File: src/rtl/flash_probe_pkg.sv
package flash_probe_pkg;

  typedef enum logic [2:0] {
    SEL_CMD, SEL_ALT, SEL_ID0, SEL_ID1, SEL_CONT0, SEL_CONT1
  } addrSel_e;

  typedef enum logic [1:0] {
    DST_MFR, DST_DEV, DST_MFR_EXT, DST_DEV_EXT
  } rdDst_e;

  typedef struct packed {
    logic     wrEn;
    logic [7:0] wrData;
    logic     rdEn;
    addrSel_e addrSel;
    rdDst_e   rdDst;
    logic     pass2;
    logic     clear;
    logic     finish;
  } ctrl_t;

  localparam logic [7:0] CMD_UNLOCK1 = 8'hAA;
  localparam logic [7:0] CMD_UNLOCK2 = 8'h55;
  localparam logic [7:0] CMD_IDENTIFY = 8'h90;
  localparam logic [7:0] CMD_RESET = 8'hF0;
  localparam logic [7:0] CONT_CODE = 8'h7F;

endpackage

File: src/rtl/probe_control.sv
module probe_control
  import flash_probe_pkg::*;
#(
  parameter int CYC_PER_US   = 10,
  parameter int DEF_ENTER_US = 10000,
  parameter int DEF_EXIT_US  = 40,
  parameter int GAP_US       = 10,
  parameter int TW           = 32
) (
  input  logic        clk,
  input  logic        rstN,
  input  logic        start,
  input  logic        cfgLongReset,
  input  logic [1:0]  cfgTiming,
  input  logic [15:0] cfgProbeUs,
  input  logic        mfrCont,
  input  logic        devCont,
  output ctrl_t       ctrl,
  output logic        busy,
  output logic        done
);

  localparam logic [TW-1:0] GAP_CYC   = TW'(GAP_US * CYC_PER_US);
  localparam logic [TW-1:0] ENTER_CYC = TW'(DEF_ENTER_US * CYC_PER_US);
  localparam logic [TW-1:0] EXIT_CYC  = TW'(DEF_EXIT_US * CYC_PER_US);

  typedef enum logic [4:0] {
    S_IDLE, S_PRE, S_RAA, S_RAAG, S_R55, S_R55G, S_RF0, S_RWT,
    S_EAA, S_EAAG, S_E55, S_E55G, S_E90, S_EWT,
    S_RDM, S_RDD, S_RSEL, S_RMC, S_RDC, S_PEND
  } state_e;

  state_e state;
  state_e resetHead;
  state_e afterReset;
  logic [TW-1:0] timer;
  logic [TW-1:0] enterCyc;
  logic [TW-1:0] exitCyc;
  logic pass2;
  logic timerDone;

  always_comb begin
    case (cfgTiming)
      2'd0: begin enterCyc = '0; exitCyc = '0; end
      2'd1: begin enterCyc = ENTER_CYC; exitCyc = EXIT_CYC; end
      default: begin
        enterCyc = TW'(cfgProbeUs) * TW'(CYC_PER_US);
        exitCyc  = enterCyc;
      end
    endcase
  end

  assign resetHead  = cfgLongReset ? S_RAA : S_RF0;
  assign afterReset = pass2 ? S_RDM : S_EAA;
  assign timerDone  = (timer == '0);

  always_ff @(posedge clk) begin
    if (!rstN) begin
      state <= S_IDLE;
      timer <= '0;
      pass2 <= 1'b0;
      done  <= 1'b0;
    end else begin
      case (state)
        S_IDLE: if (start) begin
          pass2 <= 1'b0;
          done  <= 1'b0;
          if (enterCyc != '0) begin state <= S_PRE; timer <= enterCyc - 1'b1; end
          else state <= resetHead;
        end
        S_PRE:  if (timerDone) state <= resetHead; else timer <= timer - 1'b1;
        S_RAA:  if (exitCyc != '0) begin state <= S_RAAG; timer <= GAP_CYC - 1'b1; end
                else state <= S_R55;
        S_RAAG: if (timerDone) state <= S_R55; else timer <= timer - 1'b1;
        S_R55:  if (exitCyc != '0) begin state <= S_R55G; timer <= GAP_CYC - 1'b1; end
                else state <= S_RF0;
        S_R55G: if (timerDone) state <= S_RF0; else timer <= timer - 1'b1;
        S_RF0:  if (exitCyc != '0) begin state <= S_RWT; timer <= exitCyc - 1'b1; end
                else state <= afterReset;
        S_RWT:  if (timerDone) state <= afterReset; else timer <= timer - 1'b1;
        S_EAA:  if (enterCyc != '0) begin state <= S_EAAG; timer <= GAP_CYC - 1'b1; end
                else state <= S_E55;
        S_EAAG: if (timerDone) state <= S_E55; else timer <= timer - 1'b1;
        S_E55:  if (enterCyc != '0) begin state <= S_E55G; timer <= GAP_CYC - 1'b1; end
                else state <= S_E90;
        S_E55G: if (timerDone) state <= S_E90; else timer <= timer - 1'b1;
        S_E90:  if (enterCyc != '0) begin state <= S_EWT; timer <= enterCyc - 1'b1; end
                else state <= S_RDM;
        S_EWT:  if (timerDone) state <= S_RDM; else timer <= timer - 1'b1;
        S_RDM:  state <= S_RDD;
        S_RDD:  state <= S_RSEL;
        S_RSEL: state <= mfrCont ? S_RMC : (devCont ? S_RDC : S_PEND);
        S_RMC:  state <= devCont ? S_RDC : S_PEND;
        S_RDC:  state <= S_PEND;
        S_PEND: if (!pass2) begin
          pass2 <= 1'b1;
          state <= resetHead;
        end else begin
          state <= S_IDLE;
          done  <= 1'b1;
        end
        default: state <= S_IDLE;
      endcase
    end
  end

  always_comb begin
    ctrl        = '0;
    ctrl.pass2  = pass2;
    ctrl.clear  = (state == S_IDLE) && start;
    ctrl.finish = (state == S_PEND) && pass2;
    case (state)
      S_RAA, S_EAA: begin ctrl.wrEn = 1'b1; ctrl.wrData = CMD_UNLOCK1; ctrl.addrSel = SEL_CMD; end
      S_R55, S_E55: begin ctrl.wrEn = 1'b1; ctrl.wrData = CMD_UNLOCK2; ctrl.addrSel = SEL_ALT; end
      S_RF0:  begin ctrl.wrEn = 1'b1; ctrl.wrData = CMD_RESET;    ctrl.addrSel = SEL_CMD; end
      S_E90:  begin ctrl.wrEn = 1'b1; ctrl.wrData = CMD_IDENTIFY; ctrl.addrSel = SEL_CMD; end
      S_RDM:  begin ctrl.rdEn = 1'b1; ctrl.addrSel = SEL_ID0;   ctrl.rdDst = DST_MFR; end
      S_RDD:  begin ctrl.rdEn = 1'b1; ctrl.addrSel = SEL_ID1;   ctrl.rdDst = DST_DEV; end
      S_RMC:  begin ctrl.rdEn = 1'b1; ctrl.addrSel = SEL_CONT0; ctrl.rdDst = DST_MFR_EXT; end
      S_RDC:  begin ctrl.rdEn = 1'b1; ctrl.addrSel = SEL_CONT1; ctrl.rdDst = DST_DEV_EXT; end
      default: ;
    endcase
  end

  assign busy = (state != S_IDLE);

  // Last byte written, kept for the ordering checks below.
  logic [7:0] prevWr;
  always_ff @(posedge clk) begin
    if (!rstN) prevWr <= '0;
    else if (ctrl.wrEn) prevWr <= ctrl.wrData;
  end

  a_r1_unlock_order: assert property (@(posedge clk) disable iff (!rstN)
    (ctrl.wrEn && ctrl.wrData == CMD_UNLOCK2) |-> prevWr == CMD_UNLOCK1);

  a_r1_command_order: assert property (@(posedge clk) disable iff (!rstN)
    (ctrl.wrEn && ctrl.wrData == CMD_IDENTIFY) |-> prevWr == CMD_UNLOCK2);

endmodule

File: src/rtl/probe_datapath.sv
module probe_datapath
  import flash_probe_pkg::*;
#(
  parameter int ADDR_W = 16,
  parameter int ID_W   = 16
) (
  input  logic              clk,
  input  logic              rstN,
  input  ctrl_t             ctrl,
  input  logic [1:0]        cfgMaskSel,
  input  logic              cfgShifted,
  input  logic [7:0]        busRdData,
  input  logic [ID_W-1:0]   expMfr,
  input  logic [ID_W-1:0]   expDev,
  output logic              busWrEn,
  output logic              busRdEn,
  output logic [ADDR_W-1:0] busAddr,
  output logic [7:0]        busWrData,
  output logic              mfrCont,
  output logic              devCont,
  output logic [ID_W-1:0]   mfrId,
  output logic [ID_W-1:0]   devId,
  output logic              match,
  output logic              parityErr,
  output logic              mfrStale,
  output logic              devStale
);

  localparam logic [ADDR_W-1:0] ADR_HI   = ADDR_W'(16'h5555);
  localparam logic [ADDR_W-1:0] ADR_LO   = ADDR_W'(16'h2AAA);
  localparam logic [ADDR_W-1:0] ADR_EXTM = ADDR_W'(16'h0100);
  localparam logic [ADDR_W-1:0] ADR_EXTD = ADDR_W'(16'h0101);

  logic [ADDR_W-1:0] mask, cmdAddr, altAddr;
  logic [ID_W-1:0] idMfr, idDev, chkMfr, chkDev, curMfr, curDev;

  always_comb begin
    case (cfgMaskSel)
      2'd1:    mask = ADDR_W'(16'h07FF);
      2'd2:    mask = ADDR_W'(16'h0FFF);
      default: mask = '1;
    endcase
  end

  assign cmdAddr = (cfgShifted ? ADR_LO : ADR_HI) & mask;
  assign altAddr = (cfgShifted ? ADR_HI : ADR_LO) & mask;

  always_comb begin
    case (ctrl.addrSel)
      SEL_CMD:   busAddr = cmdAddr;
      SEL_ALT:   busAddr = altAddr;
      SEL_ID1:   busAddr = cfgShifted ? ADDR_W'(2) : ADDR_W'(1);
      SEL_CONT0: busAddr = ADR_EXTM;
      SEL_CONT1: busAddr = ADR_EXTD;
      default:   busAddr = '0;
    endcase
  end

  assign busWrEn   = ctrl.wrEn;
  assign busRdEn   = ctrl.rdEn;
  assign busWrData = ctrl.wrData;

  assign curMfr  = ctrl.pass2 ? chkMfr : idMfr;
  assign curDev  = ctrl.pass2 ? chkDev : idDev;
  assign mfrCont = (curMfr[7:0] == CONT_CODE);
  assign devCont = (curDev[7:0] == CONT_CODE);

  always_ff @(posedge clk) begin
    if (!rstN || ctrl.clear) begin
      idMfr  <= '0;
      idDev  <= '0;
      chkMfr <= '0;
      chkDev <= '0;
    end else if (ctrl.rdEn) begin
      case (ctrl.rdDst)
        DST_MFR:
          if (ctrl.pass2) chkMfr <= ID_W'(busRdData);
          else            idMfr  <= ID_W'(busRdData);
        DST_DEV:
          if (ctrl.pass2) chkDev <= ID_W'(busRdData);
          else            idDev  <= ID_W'(busRdData);
        DST_MFR_EXT:
          if (ctrl.pass2) chkMfr <= {chkMfr[ID_W-9:0], busRdData};
          else            idMfr  <= {idMfr[ID_W-9:0], busRdData};
        default:
          if (ctrl.pass2) chkDev <= {chkDev[ID_W-9:0], busRdData};
          else            idDev  <= {idDev[ID_W-9:0], busRdData};
      endcase
    end
  end

  always_ff @(posedge clk) begin
    if (!rstN || ctrl.clear) begin
      mfrId     <= '0;
      devId     <= '0;
      match     <= 1'b0;
      parityErr <= 1'b0;
      mfrStale  <= 1'b0;
      devStale  <= 1'b0;
    end else if (ctrl.finish) begin
      mfrId     <= idMfr;
      devId     <= idDev;
      match     <= (idMfr == expMfr) && (idDev == expDev);
      parityErr <= ~(^idMfr[7:0]);
      mfrStale  <= (idMfr == chkMfr);
      devStale  <= (idDev == chkDev);
    end
  end

  a_r5_cont_gate: assert property (@(posedge clk) disable iff (!rstN)
    (ctrl.rdEn && ctrl.rdDst == DST_MFR_EXT) |-> curMfr[7:0] == CONT_CODE);

endmodule

File: src/rtl/flash_id_probe.sv
module flash_id_probe
  import flash_probe_pkg::*;
#(
  parameter int ADDR_W       = 16,
  parameter int CYC_PER_US   = 10,
  parameter int DEF_ENTER_US = 10000,
  parameter int DEF_EXIT_US  = 40,
  parameter int GAP_US       = 10
) (
  input  logic              clk,
  input  logic              rstN,
  input  logic              start,
  input  logic [1:0]        cfgMaskSel,
  input  logic              cfgShifted,
  input  logic              cfgLongReset,
  input  logic [1:0]        cfgTiming,
  input  logic [15:0]       cfgProbeUs,
  input  logic [15:0]       expMfr,
  input  logic [15:0]       expDev,
  output logic              busWrEn,
  output logic              busRdEn,
  output logic [ADDR_W-1:0] busAddr,
  output logic [7:0]        busWrData,
  input  logic [7:0]        busRdData,
  output logic              busy,
  output logic              done,
  output logic [15:0]       mfrId,
  output logic [15:0]       devId,
  output logic              match,
  output logic              parityErr,
  output logic              mfrStale,
  output logic              devStale
);

  ctrl_t ctrl;
  logic mfrCont, devCont;

  probe_control #(
    .CYC_PER_US(CYC_PER_US), .DEF_ENTER_US(DEF_ENTER_US),
    .DEF_EXIT_US(DEF_EXIT_US), .GAP_US(GAP_US), .TW(32)
  ) u_ctrl (
    .clk(clk), .rstN(rstN), .start(start), .cfgLongReset(cfgLongReset),
    .cfgTiming(cfgTiming), .cfgProbeUs(cfgProbeUs), .mfrCont(mfrCont),
    .devCont(devCont), .ctrl(ctrl), .busy(busy), .done(done)
  );

  probe_datapath #(.ADDR_W(ADDR_W), .ID_W(16)) u_dp (
    .clk(clk), .rstN(rstN), .ctrl(ctrl), .cfgMaskSel(cfgMaskSel),
    .cfgShifted(cfgShifted), .busRdData(busRdData), .expMfr(expMfr),
    .expDev(expDev), .busWrEn(busWrEn), .busRdEn(busRdEn), .busAddr(busAddr),
    .busWrData(busWrData), .mfrCont(mfrCont), .devCont(devCont),
    .mfrId(mfrId), .devId(devId), .match(match), .parityErr(parityErr),
    .mfrStale(mfrStale), .devStale(devStale)
  );

  a_r10_one_op: assert property (@(posedge clk) disable iff (!rstN)
    !(busWrEn && busRdEn));

  a_r10_hold: assert property (@(posedge clk) disable iff (!rstN)
    (done && !start) |=> ($stable(mfrId) && $stable(devId) && $stable(match)
                          && $stable(mfrStale) && $stable(devStale) && done));

  a_r7_parity: assert property (@(posedge clk) disable iff (!rstN)
    done |-> (parityErr == ~(^mfrId[7:0])));

endmodule

File: config.mk
export PLATFORM = sky130hd
export DESIGN_NAME = flash_id_probe
export DESIGN_NICKNAME = d
export VERILOG_FILES = /design/src/rtl/flash_probe_pkg.sv /design/src/rtl/probe_control.sv /design/src/rtl/probe_datapath.sv /design/src/rtl/flash_id_probe.sv
export SDC_FILE = /design/constraint.sdc
export NUM_CORES = 1
export LEC_CHECK = 0
export BUFFER_PORTS_ARGS = -buffer_cell sky130_fd_sc_hd__buf_4
export CORE_MARGIN = 8
export CORE_UTILIZATION = 25
export DETAILED_ROUTE_END_ITERATION = 10
export GPL_TIMING_DRIVEN = 0
export SLEW_MARGIN = 20
export SYNTH_ARGS = -nofsm -noshare
export SYNTH_HDL_FRONTEND = slang
export SYNTH_SLANG_ARGS = --single-unit
File: constraint.sdc
create_clock -name clk -period 5.1 [get_ports clk]
set_clock_uncertainty 0.1 [all_clocks]
set_input_delay 0.51 -clock clk [delete_from_list [all_inputs] [get_ports clk]]
set_output_delay 0.51 -clock clk [all_outputs]
set_load 0.1 [all_outputs]
After elaboration in Yosys (flattened, before gate mapping)
Index checks and enable logic that the tools add are counted.
- equality and inequality tests: 51
- $add $sub $neg: 3
- mux-type cells: 55
- multiply operators: 1
- reductions and logical operators: 32
- bitwise gates (word level): 5
- operators by type and width (operator ; count):
    2-to-1 mux 32 bit ; 6
    one-hot mux 32 bit (6 select lines) ; 1
    one-hot mux 16 bit (2 select lines) ; 5
    one-hot mux 5 bit (20 select lines) ; 1
    2-to-1 mux 16 bit ; 6
    one-hot mux 16 bit (5 select lines) ; 1
    one-hot mux 20 bit (2 select lines) ; 2
    == test 16 bit ; 4
    nonzero test 32 bit ; 2
    2-to-1 mux 5 bit ; 12
    subtractor 20 x 1 -> 21 bit, second input constant ; 2
    == test 5 x 4 -> 1 bit, second input constant ; 8
    one-hot mux 9 bit (4 select lines) ; 1
    AND 16 bit ; 2
    zero test 32 bit ; 1
    subtractor 32 x 1 -> 32 bit, second input constant ; 1
    2-to-1 mux 15 bit ; 2
    inequality test 2 x 1 -> 1 bit, second input constant ; 11
    == test 5 x 3 -> 1 bit, second input constant ; 4
    == test 5 bit, second input constant ; 4
    multiplier 16 x 3 -> 19 bit, second input constant ; 1
    == test 8 x 7 -> 1 bit, second input constant ; 2
    2-to-1 mux 8 bit ; 2
    one-hot mux 3 bit (5 select lines) ; 1
    other kinds (32) ; 65
- output and inout bits: 64
- logic and storage cells: 161
- input port bits: 65
- flip-flop bits (word level): 139

Depth between registers and ports, before layout
Gate-level depths: netlist (run 1).
- depth after elaboration: 6
- mapped depth: 14
- mapped depth without buffers: 13

Modules after synthesis
Synthesis (run 1) repeated with hierarchy kept, for this count alone.
- cell total of the unflattened synthesis: 1247
- area, all modules: 9775.6 µm²
- modules (own cells, without submodules) (module ; area each (µm²) ; instances ; cells an instance ; seq. area each (µm²)):
    probe_control ; 4948.5 ; 1 ; 677 ; 780.7
    probe_datapath ; 4827.1 ; 1 ; 570 ; 2001.9

Worst setup path before layout (run 1)
Ideal clock, no wire load.
- path kind: register to output
- from: reg u_ctrl.state[1]
- to: out busAddr[14]
- data arrival time: 4.600 ns
- path buffers: 2
- path slack: -0.110 ns
- data required time: 4.490 ns
- cell stages (with the launch flop): 9
- path through: dfxtp_1 -> clkbuf_1 -> clkinv_1 -> nand2_1 -> nor2_1 -> a21o_1 -> nor2b_1 -> and2_1 -> buf_4
- cells in the longest elaborated chain, start to end: 5
- elaborated cells between the ends (all ways): 14
- those cells by class: eq/ne (10); mux (2); reduce/logical (2)
- RTL lines (what ; RTL line ; text):
    start, declared ; probe_control.sv:33 ; state_e state;
    start signal, assigned ; probe_control.sv:69 ; else state <= resetHead;
    start signal, assigned ; probe_control.sv:71 ; S_PRE: if (timerDone) state <= resetHead; else timer <= timer - 1'b1;
    start signal, assigned ; probe_control.sv:79 ; else state <= afterReset;
    == test 5 x 3 -> 1 bit or == test 5 x 4 -> 1 bit (tied branches) ; probe_control.sv:112 ; case (state)
    OR reduction 2 bit ; probe_control.sv:112 ;
    one-hot mux 3 bit (5 select lines) * ; probe_control.sv:112 ;
    == test 3 bit, or another cell as far along ; probe_datapath.sv:49 ; case (ctrl.addrSel)
    one-hot mux 16 bit (5 select lines) * ; probe_datapath.sv:49 ;
    end, declared ; flash_id_probe.sv:22 ; output logic [ADDR_W-1:0] busAddr,
Mark *: on every way between the ends. The rest lies on a longest branch, timed or not.

Worst setup path after layout (run 1)
- from: in cfgProbeUs[1]
- to: reg u_ctrl.timer[6]
- cells in the longest elaborated chain, start to end: 6
- elaborated cells between the ends (all ways): 15
- those cells by class: add/sub (2); mul (1); eq/ne (3); mux (6); reduce/logical (3)
- RTL lines (what ; RTL line ; text):
    start, declared ; flash_id_probe.sv:17 ; input logic [15:0] cfgProbeUs,
    multiplier 16 x 3 -> 19 bit * ; probe_control.sv:47 ; enterCyc = TW'(cfgProbeUs) * TW'(CYC_PER_US);
    one-hot mux 20 bit (2 select lines) ; probe_control.sv:43 ; case (cfgTiming)
    subtractor 20 x 1 -> 21 bit or nonzero test 32 bit (tied branches) ; n/a ;
    2-to-1 mux 32 bit ; probe_control.sv:68, probe_control.sv:87 ;
    2-to-1 mux 32 bit ; probe_control.sv:65 ; S_IDLE: if (start) begin
    one-hot mux 32 bit (6 select lines) ; probe_control.sv:64 ; case (state)
    end signal, assigned ; probe_control.sv:71 ;
    end signal, assigned ; probe_control.sv:80 ; S_RWT: if (timerDone) state <= afterReset; else timer <= timer - 1'b1;
    end, declared ; probe_control.sv:36 ; logic [TW-1:0] timer;
Mark *: on every way between the ends. The rest lies on a longest branch, timed or not. The select of a mux whose other input is x is not followed.
A chain may end at the register's enable or synchronous reset.

==> results of run 1 <==
## cell type report
class,count,area (sq um),share of cell area
buffer,101,469.2,0.04233
clock buffer,17,425.4,0.03837
clock inverter,15,193.9,0.01749
inverter,23,86.33,0.007788
multi-input combinational,922,5598,0.5050
sequential,139,2783,0.2510
tap,461,576.8,0.05203
timing repair buffer,127,953.4,0.08600
## layout by cell type, fill, tap and decap left out, drive strengths merged, types with 26 or more instances in the layout
master and count:
nand2 182, buf 158, dfxtp 139, a21oi 131, nor2 119, clkbuf 87, xnor2 82, o21ai 66
nor3 35, ha 32, nand3 29, inv 29, nand4 26
## path summary, 6_finish.rpt
check | end | cells past startpoint | slack [ns]
min | u_dp.chkDev[2]$_SDFFE_PP0P_ | 3 | 0.27
max | u_ctrl.timer[6]$_SDFFE_PN0P_ | 15 | 1.04
max reg2reg | u_ctrl.timer[1]$_SDFFE_PN0P_ | 13 | 1.57
min reg2reg | u_dp.parityErr$_SDFFE_PP0P_ | 2 | 0.35
## power by group
part / total (mW) / leakage [nW] / internal [mW] / switching, mW
sequential: 1.23 / 1.12 / 1.16 / 0.0740
combinational: 2.36 / 2.75 / 0.706 / 1.65
clock: 1.26 / 0.300 / 0.669 / 0.596
## metal layers
| metal | part of all wire | global-route usage |
|---|---|---|
| met5 | 0 | 0 |
| met4 | 0.019 | 0.04110 |
| met2 | 0.47 | 0.2265 |
| met3 | 0.062 | 0.02609 |
| met1 | 0.45 | 0.1876 |
## state kept, by name, indices dropped and copies added, names as in the netlist, 5 cells and up
register      flops
u_dp.chkDev      16
u_dp.idMfr       16
u_dp.idDev       16
u_dp.mfrId       16
u_dp.devId       16
u_ctrl.state      5
u_dp.chkMfr      16
u_ctrl.timer     32
## stage by stage
stage / area [sq um] / utilization / setup WS, ns
after floorplan: 8931 / - / 0.4078
after global placement: 10450 / 0.2953 / 0.7157
after detailed placement: 10470 / 0.2957 / 0.7085
after CTS: 11090 / 0.3132 / 1.077
after global routing: 11090 / 0.3132 / 0.8675
final: 11090 / 0.3132 / 1.041
## cells by family (layout without fill, tap and decap cells)
logic type,after synthesis,after routing,share of synthesized area
compound gates,300,300,0.2152
simple gates,468,468,0.2413
other cells,1,1,0.0004200
fa+ha+maj,33,33,0.04708
xor+xnor,95,95,0.09319
buf+inv,124,283,0.06222
flops,139,139,0.3117
mux,25,25,0.02887
## critical path, stage by stage
cell	delay [ns]
buf_4	0.13
ha_1	0.29
ha_1	0.25
fa_1	0.46
a21o_2	0.27
a221oi_4	0.37
nor4_1	0.11
a211oi_1	0.28
mux2_2	0.41
o211a_4	0.20
a21oi_2	0.17
nor2_2	0.06
buf_2	0.23
a2111oi_0	0.39
nor3_1	0.09
==> flow_summary.toml, run 1 <==
[floorplanning]
core-area_sq_um = 35400
ios = 129
dieArea_sq_um = 42020
die_h_microns = 205.0
initial_core_util = 0.2522
fp.dieW_microns = 205.0
rows = 69

[final_layout]
diodes = 0
syn_to_final_growth_pct = 24.16
nFillCells = 3752
layout.nets = 1429
drive_gt1_frac = 0.1607
fin_cells = 1805

[power]
power.total_mw = 4.858
p_leak_nw = 4.169
irDropWorstVdd_mv = 0.3163
p_per_area_nw_per_um2 = 438.2

[setup_path]
critPathRequiredTime_ns = 5.29
endpoint_kind = "flop"
crit_type = "primary input to flop"
path_max_fanout = 10
timing.rr.start = "u_ctrl.timer[0]$_SDFFE_PN0P_"
crit_arrival_ns = 4.25
startpoint = "cfgProbeUs[1]"
startpoint_type = "primary input"

[run]
cap_viol_max_count = 0

[yosys]
synthesis.area_sq_um = 8929
synth_edf_count = 0
synth-seq-cells = 139
synthMostInstantiatedCell = "nand2_1"
netlist.area_leader.share = 0.3117
synth_top_area_cell = "dfxtp_1"
synth.area.top_cells = "dfxtp_1 31%, xnor2_1 8.0%, nand2_1 7.6%, a21oi_1 7.3%, nor2_1 5.0%"
syn_avg_cell_area_sq_um = 7.535
synth_nets = 1283
async_flop_share = 0
ys_dominant_reg_cell = "dfxtp_1"
ys_warn_count = 0
ys_top_cells_by_count = "181 x nand2_1, 139 x dfxtp_1, 130 x a21oi_1"
syn_inst = 1185
yosysSeqAreaShare = 0.3117
yosysUniqueCellTypes = 86

[global_routing]
grt_first_pass_wirelength_microns = 47550
antenna_found_initial = 0
grt_util_all_layers = 0.1403
grt_max_degree = 19
grt_overflow_total = 0
first_global_vias = 8713

[cts]
clk_pin_slew_ns = 0.07
cts_setup_buffers = 0
cts_buffer_depth = 2
cts_resized = 0
hold_buffers = 0
tritoncts = "yes"
cts-root-buf = "clkbuf_16"
clock_latency_ns = 0.43
htree_levels = 4
numCtsBuffers = 17
cts_sinks = 139

[placement]
post-dp-hpwl_microns = 22860
io_buffers = 126
dp_cells = 1773
gp_congestion = 0.8842

[min_path]
min_from = "busRdData[2]"
hp-class = "primary input to flop"

[timing]
maxSlewViolCount = 0
max_clock_freq_ghz = 0.2463
finalSetupTns_ns = 0
worstMarginPinSlew_ns = 1.014
setup_viol = 0
rsz0062_at_grt = "no"
fin_crit_sh = 0.7959
fin_hold_ws_ns = 0.2729
hold_viol = 0
min_period_ns = 4.059
slew-limit-headroom = 0.3189

[outcome]
status = "finished, final reports clean"

[drt]
dr_total_vias = 9057
routedWlPerCell_microns = 16.69
routed_wl_microns = 30130
viasPerCell = 5.018
ant_nets = 0
drc = 0
drtPass1Iterations = 5
drt_iter0_markers = 818
Note: power is estimated with default switching activity, not from simulation.
==> run 2: changes to the inputs <==
==> constraint.sdc (replaced) <==
create_clock -name clk -period 3.8 [get_ports clk]
set_clock_uncertainty 0.1 [all_clocks]
set_input_delay 0.38 -clock clk [delete_from_list [all_inputs] [get_ports clk]]
set_output_delay 0.38 -clock clk [all_outputs]
set_load 0.1 [all_outputs]
==> flow_summary.toml, run 2 (synthesis results as in run 1) <==
[cts]
cts_sinks = 139
clock_latency_ns = 0.43
hold_buffers = 0
numCtsBuffers = 17
clk_pin_slew_ns = 0.07
tritoncts = "yes"
cts_buffer_depth = 2
cts-root-buf = "clkbuf_16"
htree_levels = 4

[run]
cap_viol_max_count = 0

[drt]
drc = 0
routedWlPerCell_microns = 16.39
ant_nets = 0
drt_iter0_markers = 707
routed_wl_microns = 29690
dr_total_vias = 8988
viasPerCell = 4.963
drtPass1Iterations = 5

[placement]
io_buffers = 126
dp_cells = 1773
post-dp-hpwl_microns = 22310
placed_area_sq_um = 10500
gp_congestion = 0.8784

[timing]
slew-limit-headroom = 0.2508
max_clock_freq_ghz = 0.2708
maxSlewViolCount = 0
fin_crit_sh = 0.9717
hold_viol = 0
min_period_ns = 3.692
finalSetupTns_ns = 0
worstMarginPinSlew_ns = 1.115
setup_viol = 0

[global_routing]
grt_first_pass_wirelength_microns = 46590
grt_util_all_layers = 0.1365
grt_max_degree = 18
grt_overflow_total = 0
first_global_vias = 8555
antenna_found_initial = 0

[power]
p_per_area_nw_per_um2 = 583.9
irDropWorstVdd_mv = 0.4708
p_leak_nw = 4.197

[floorplanning]
dieArea_sq_um = 42020
ios = 129
die_h_microns = 205.0
fp.dieW_microns = 205.0
rows = 69
core-area_sq_um = 35400
initial_core_util = 0.2522

[setup_path]
endpoint_kind = "flop"
startpoint_type = "primary input"
path_max_fanout = 10
crit_type = "primary input to flop"
critPathRequiredTime_ns = 4.03
crit_arrival_ns = 3.92

[final_layout]
syn_to_final_growth_pct = 25.34
top_register = "u_ctrl.timer"
diodes = 0
fin_cells = 1811
layout.nets = 1435
final_cell_mix = "181 x nand2_1, 150 x buf_4, 139 x dfxtp_1"
final_area_sq_um = 11190
drive_gt1_frac = 0.1719
nFillCells = 3770
largest_reg_flops = 32
final_common_cell = "nand2_1"

[min_path]
hp-class = "primary input to flop"

[outcome]
status = "finished, final reports clean"
## run 2: changes by cell type in the layout (fill, tap and decap cells not counted), sizes merged
cell,change
clkinv,-2
inv,-1
clkbuf,+2
clkinvlp,+3
buf,+4
## run 2: worst max-delay path, stage by stage
cell	delay, ns
buf_4	0.12
ha_1	0.28
ha_1	0.25
fa_2	0.40
a21o_2	0.26
a221oi_4	0.36
o21ai_2	0.12
o311a_1	0.38
o31ai_4	0.29
o211a_4	0.29
a21oi_2	0.08
nor2_2	0.15
buf_2	0.27
a21oi_1	0.09
o21a_1	0.17
## run 2: timing repair
action,in CTS,in global routing
endpoints found under the hold margin,0,0
resized for setup,2,9
setup buffers,0,6
setup endpoints to repair,25,34
pin swaps,1,5
## run 2: final timing paths
path	from	to	slack, ns	depth (start not counted)
setup / recovery	cfgProbeUs[1]	u_ctrl.timer[17]$_SDFFE_PN0P_	0.11	15
hold / removal	busRdData[0]	u_dp.idDev[0]$_SDFFE_PP0P_	0.14	3
setup reg to reg	u_ctrl.timer[1]$_SDFFE_PN0P_	u_ctrl.timer[17]$_SDFFE_PN0P_	0.27	13
hold reg to reg	u_dp.mfrId[14]$_SDFFE_PP0P_	u_dp.mfrId[14]$_SDFFE_PP0P_	0.36	2
## run 2: through the flow
step | hold slack [ns] | utilization | worst slack (ns) | total power, mW
5_1_grt | 0.1397 | 0.3162 | -0.02649 | 6.882
2_1_floorplan | 0.3434 | - | -0.3548 | 4.038
6_report | 0.1435 | 0.3162 | 0.1077 | 6.534
3_3_place_gp | 0.3428 | 0.2964 | -0.5024 | 4.792
4_1_cts | 0.1302 | 0.3140 | 0.01111 | 6.499
3_5_place_dp | 0.3474 | 0.2967 | -0.5049 | 4.817
## run 2: layout make-up
class / instances / area [sq um] / area share
plain buffers: 101 / 476.7 / 0.04260
inverters: 23 / 86.33 / 0.007715
clock inverters: 15 / 177.7 / 0.01588
multi-input cells: 922 / 5667 / 0.5064
well taps: 461 / 576.8 / 0.05154
repair buffers: 133 / 998.5 / 0.08922
flip-flops and latches: 139 / 2783 / 0.2487
clock buffers: 17 / 425.4 / 0.03801
## run 2: power breakdown
part	switching, mW	internal, mW
Combinational	2.21	0.989
Sequential	0.100	1.55
Clock	0.793	0.887
## run 2: per-layer routing
metal,global-route usage,vias up,routed length [microns]
li1,-,4446,-
met3,0.02056,42,1166
met1,0.1811,4279,13620
met5,0,-,0
met2,0.2230,221,14290
met4,0.04595,0,613
==> run 3: changes to the inputs <==
--- a/config.mk
+++ b/config.mk
@@ -7,10 +7,12 @@
 export LEC_CHECK = 0
 export BUFFER_PORTS_ARGS = -buffer_cell sky130_fd_sc_hd__buf_4
 export CORE_MARGIN = 8
-export CORE_UTILIZATION = 25
+export CORE_UTILIZATION = 40
 export DETAILED_ROUTE_END_ITERATION = 10
 export GPL_TIMING_DRIVEN = 0
+export PLACE_DENSITY = 0.66
 export SLEW_MARGIN = 20
 export SYNTH_ARGS = -nofsm -noshare
 export SYNTH_HDL_FRONTEND = slang
 export SYNTH_SLANG_ARGS = --single-unit
+export TNS_END_PERCENT = 20
==> flow_summary.toml, run 3 (synthesis results as in run 1) <==
[outcome]
status = "finished, final reports clean"

[timing]
rsz0062_at_grt = "no"
worstMarginPinSlew_ns = 0.9655
finalSetupTns_ns = 0
slew-limit-headroom = 0.3514
max_clock_freq_ghz = 0.2720
min_period_ns = 3.677
maxSlewViolCount = 0
fin_hold_ws_ns = 0.1533
setup_viol = 0
fin_crit_sh = 0.9675
hold_viol = 0

[cts]
htree_levels = 4
clk_pin_slew_ns = 0.06
numCtsBuffers = 17
cts-root-buf = "clkbuf_16"
cts_sinks = 139
tritoncts = "yes"
cts_buffer_depth = 2
clock_latency_ns = 0.43

[setup_path]
crit_type = "primary input to flop"
endpoint_kind = "flop"
path_max_fanout = 10
worst-path-buf-inv = 2
crit_arrival_ns = 3.86
worstPathCellList = "buf_4, ha_1, ha_1, fa_2, a21o_2, a221oi_4, nor4_1, a211oi_1, mux2_2, o211a_4, a21oi_2, nor2_2, clkbuf_4, nor3_1, a211oi_2"
slowest_stage = "mux2_2"
crit_path_frequent_cell = "ha_1"
critPathTopFamily = "compound AO/OA/AOI/OAI gates"
critPathRequiredTime_ns = 3.99
startpoint_type = "primary input"
slowest_delay_ns = 0.41

[global_routing]
antenna_found_initial = 0
first_global_vias = 8513
grt_util_all_layers = 0.2008
grt_first_pass_wirelength_microns = 44300
grt_overflow_total = 0
grt_max_degree = 17

[floorplanning]
die_h_microns = 165.4
dieArea_sq_um = 27360
initial_core_util = 0.4079
fp.dieW_microns = 165.4
rows = 54
core-area_sq_um = 21890
ios = 129

[power]
irDropWorstVdd_mv = 0.5132
p_per_area_nw_per_um2 = 587.5
p_leak_nw = 4.179

[drt]
dr_total_vias = 9057
drtPass1Iterations = 7
viasPerCell = 5.556
drc = 0
routedWlPerCell_microns = 17.11
ant_nets = 0
drt_iter0_markers = 760
routed_wl_microns = 27890

[placement]
io_buffers = 126
post-dp-hpwl_microns = 20920
placed_area_sq_um = 10250
gp_congestion = 0.8986

[final_layout]
largest_reg_flops = 32
final_common_cell = "nand2_1"
drive_gt1_frac = 0.1681
syn_to_final_growth_pct = 21.97
top_register = "u_ctrl.timer"
layout.nets = 1435
final_cell_mix = "181 x nand2_1, 149 x buf_4, 139 x dfxtp_1"
final_area_sq_um = 10890
diodes = 0

[run]
cap_viol_max_count = 0

[min_path]
hp-class = "primary input to flop"
run 3: final timing paths:
path                                                 endpoint  slack (ns)                          from  cells after the start
worst max register to register  u_ctrl.timer[18]$_SDFFE_PN0P_        0.37  u_ctrl.timer[1]$_SDFFE_PN0P_                     13
worst max-delay path             u_ctrl.timer[1]$_SDFFE_PN0P_        0.12                 cfgProbeUs[1]                     15
worst min-delay path              u_dp.chkDev[5]$_SDFFE_PP0P_        0.15                  busRdData[5]                      3
worst min register to register    u_dp.parityErr$_SDFFE_PP0P_        0.35   u_dp.parityErr$_SDFFE_PP0P_                      2
run 3: per-layer routing:
metal | vias to the layer above | GRT usage | part of all wire
met5 | - | 0 | 0
met1 | 4286 | 0.2677 | 0.45
li1 | 4448 | - | -
met4 | 0 | 0.03734 | 0.0091
met2 | 299 | 0.3328 | 0.48
met3 | 24 | 0.03966 | 0.061
run 3: worst reg2reg max path: stages, from the launching register on:
cell	delay [ns]
dfxtp_1	0.33
inv_1	0.09
ha_1	0.17
inv_1	0.06
or3_1	0.38
nor4bb_1	0.28
buf_2	0.24
nand4_1	0.23
nor3_2	0.30
a21oi_1	0.33
or2_4	0.39
buf_6	0.16
nand2_1	0.15
o21ai_0	0.11
run 3: repair_timing:
item | in CTS | in global routing
pin swaps | 3 | 3
resized for setup | 1 | 10
buffers inserted | 3 | 3
endpoints found under the setup margin | 5 | 34
hold buffers | 0 | 0
run 3: stage by stage:
step	util	worst slack [ns]	power (mW)	cells
global route	0.4975	0.01481	6.733	1630
global placement	0.4678	-0.4800	4.742	1591
detailed placement	0.4683	-0.4732	4.751	1592
finish	0.4975	0.1233	6.398	1630
CTS	0.4949	0.008892	6.341	1627
floorplan	-	-0.4594	4.021	1185
run 3: final cells by class:
class                   instances  area, sq um
clock inverters                13        118.9
repair buffers                133        998.5
well taps                     280        350.3
fillers                      2176        11000
plain buffers                 101        476.7
flip-flops and latches        139         2783
multi-input cells             922         5644
inverters                      23        86.33
clock buffers                  19        432.9
run 3: power breakdown:
group | internal (mW) | total [mW] | leakage, nW | switching [mW]
Clock | 0.906 | 1.58 | 0.266 | 0.678
Sequential | 1.56 | 1.66 | 1.12 | 0.103
Combinational | 0.982 | 3.16 | 2.79 | 2.17
Total | 3.44 | 6.40 | 4.18 | 2.95
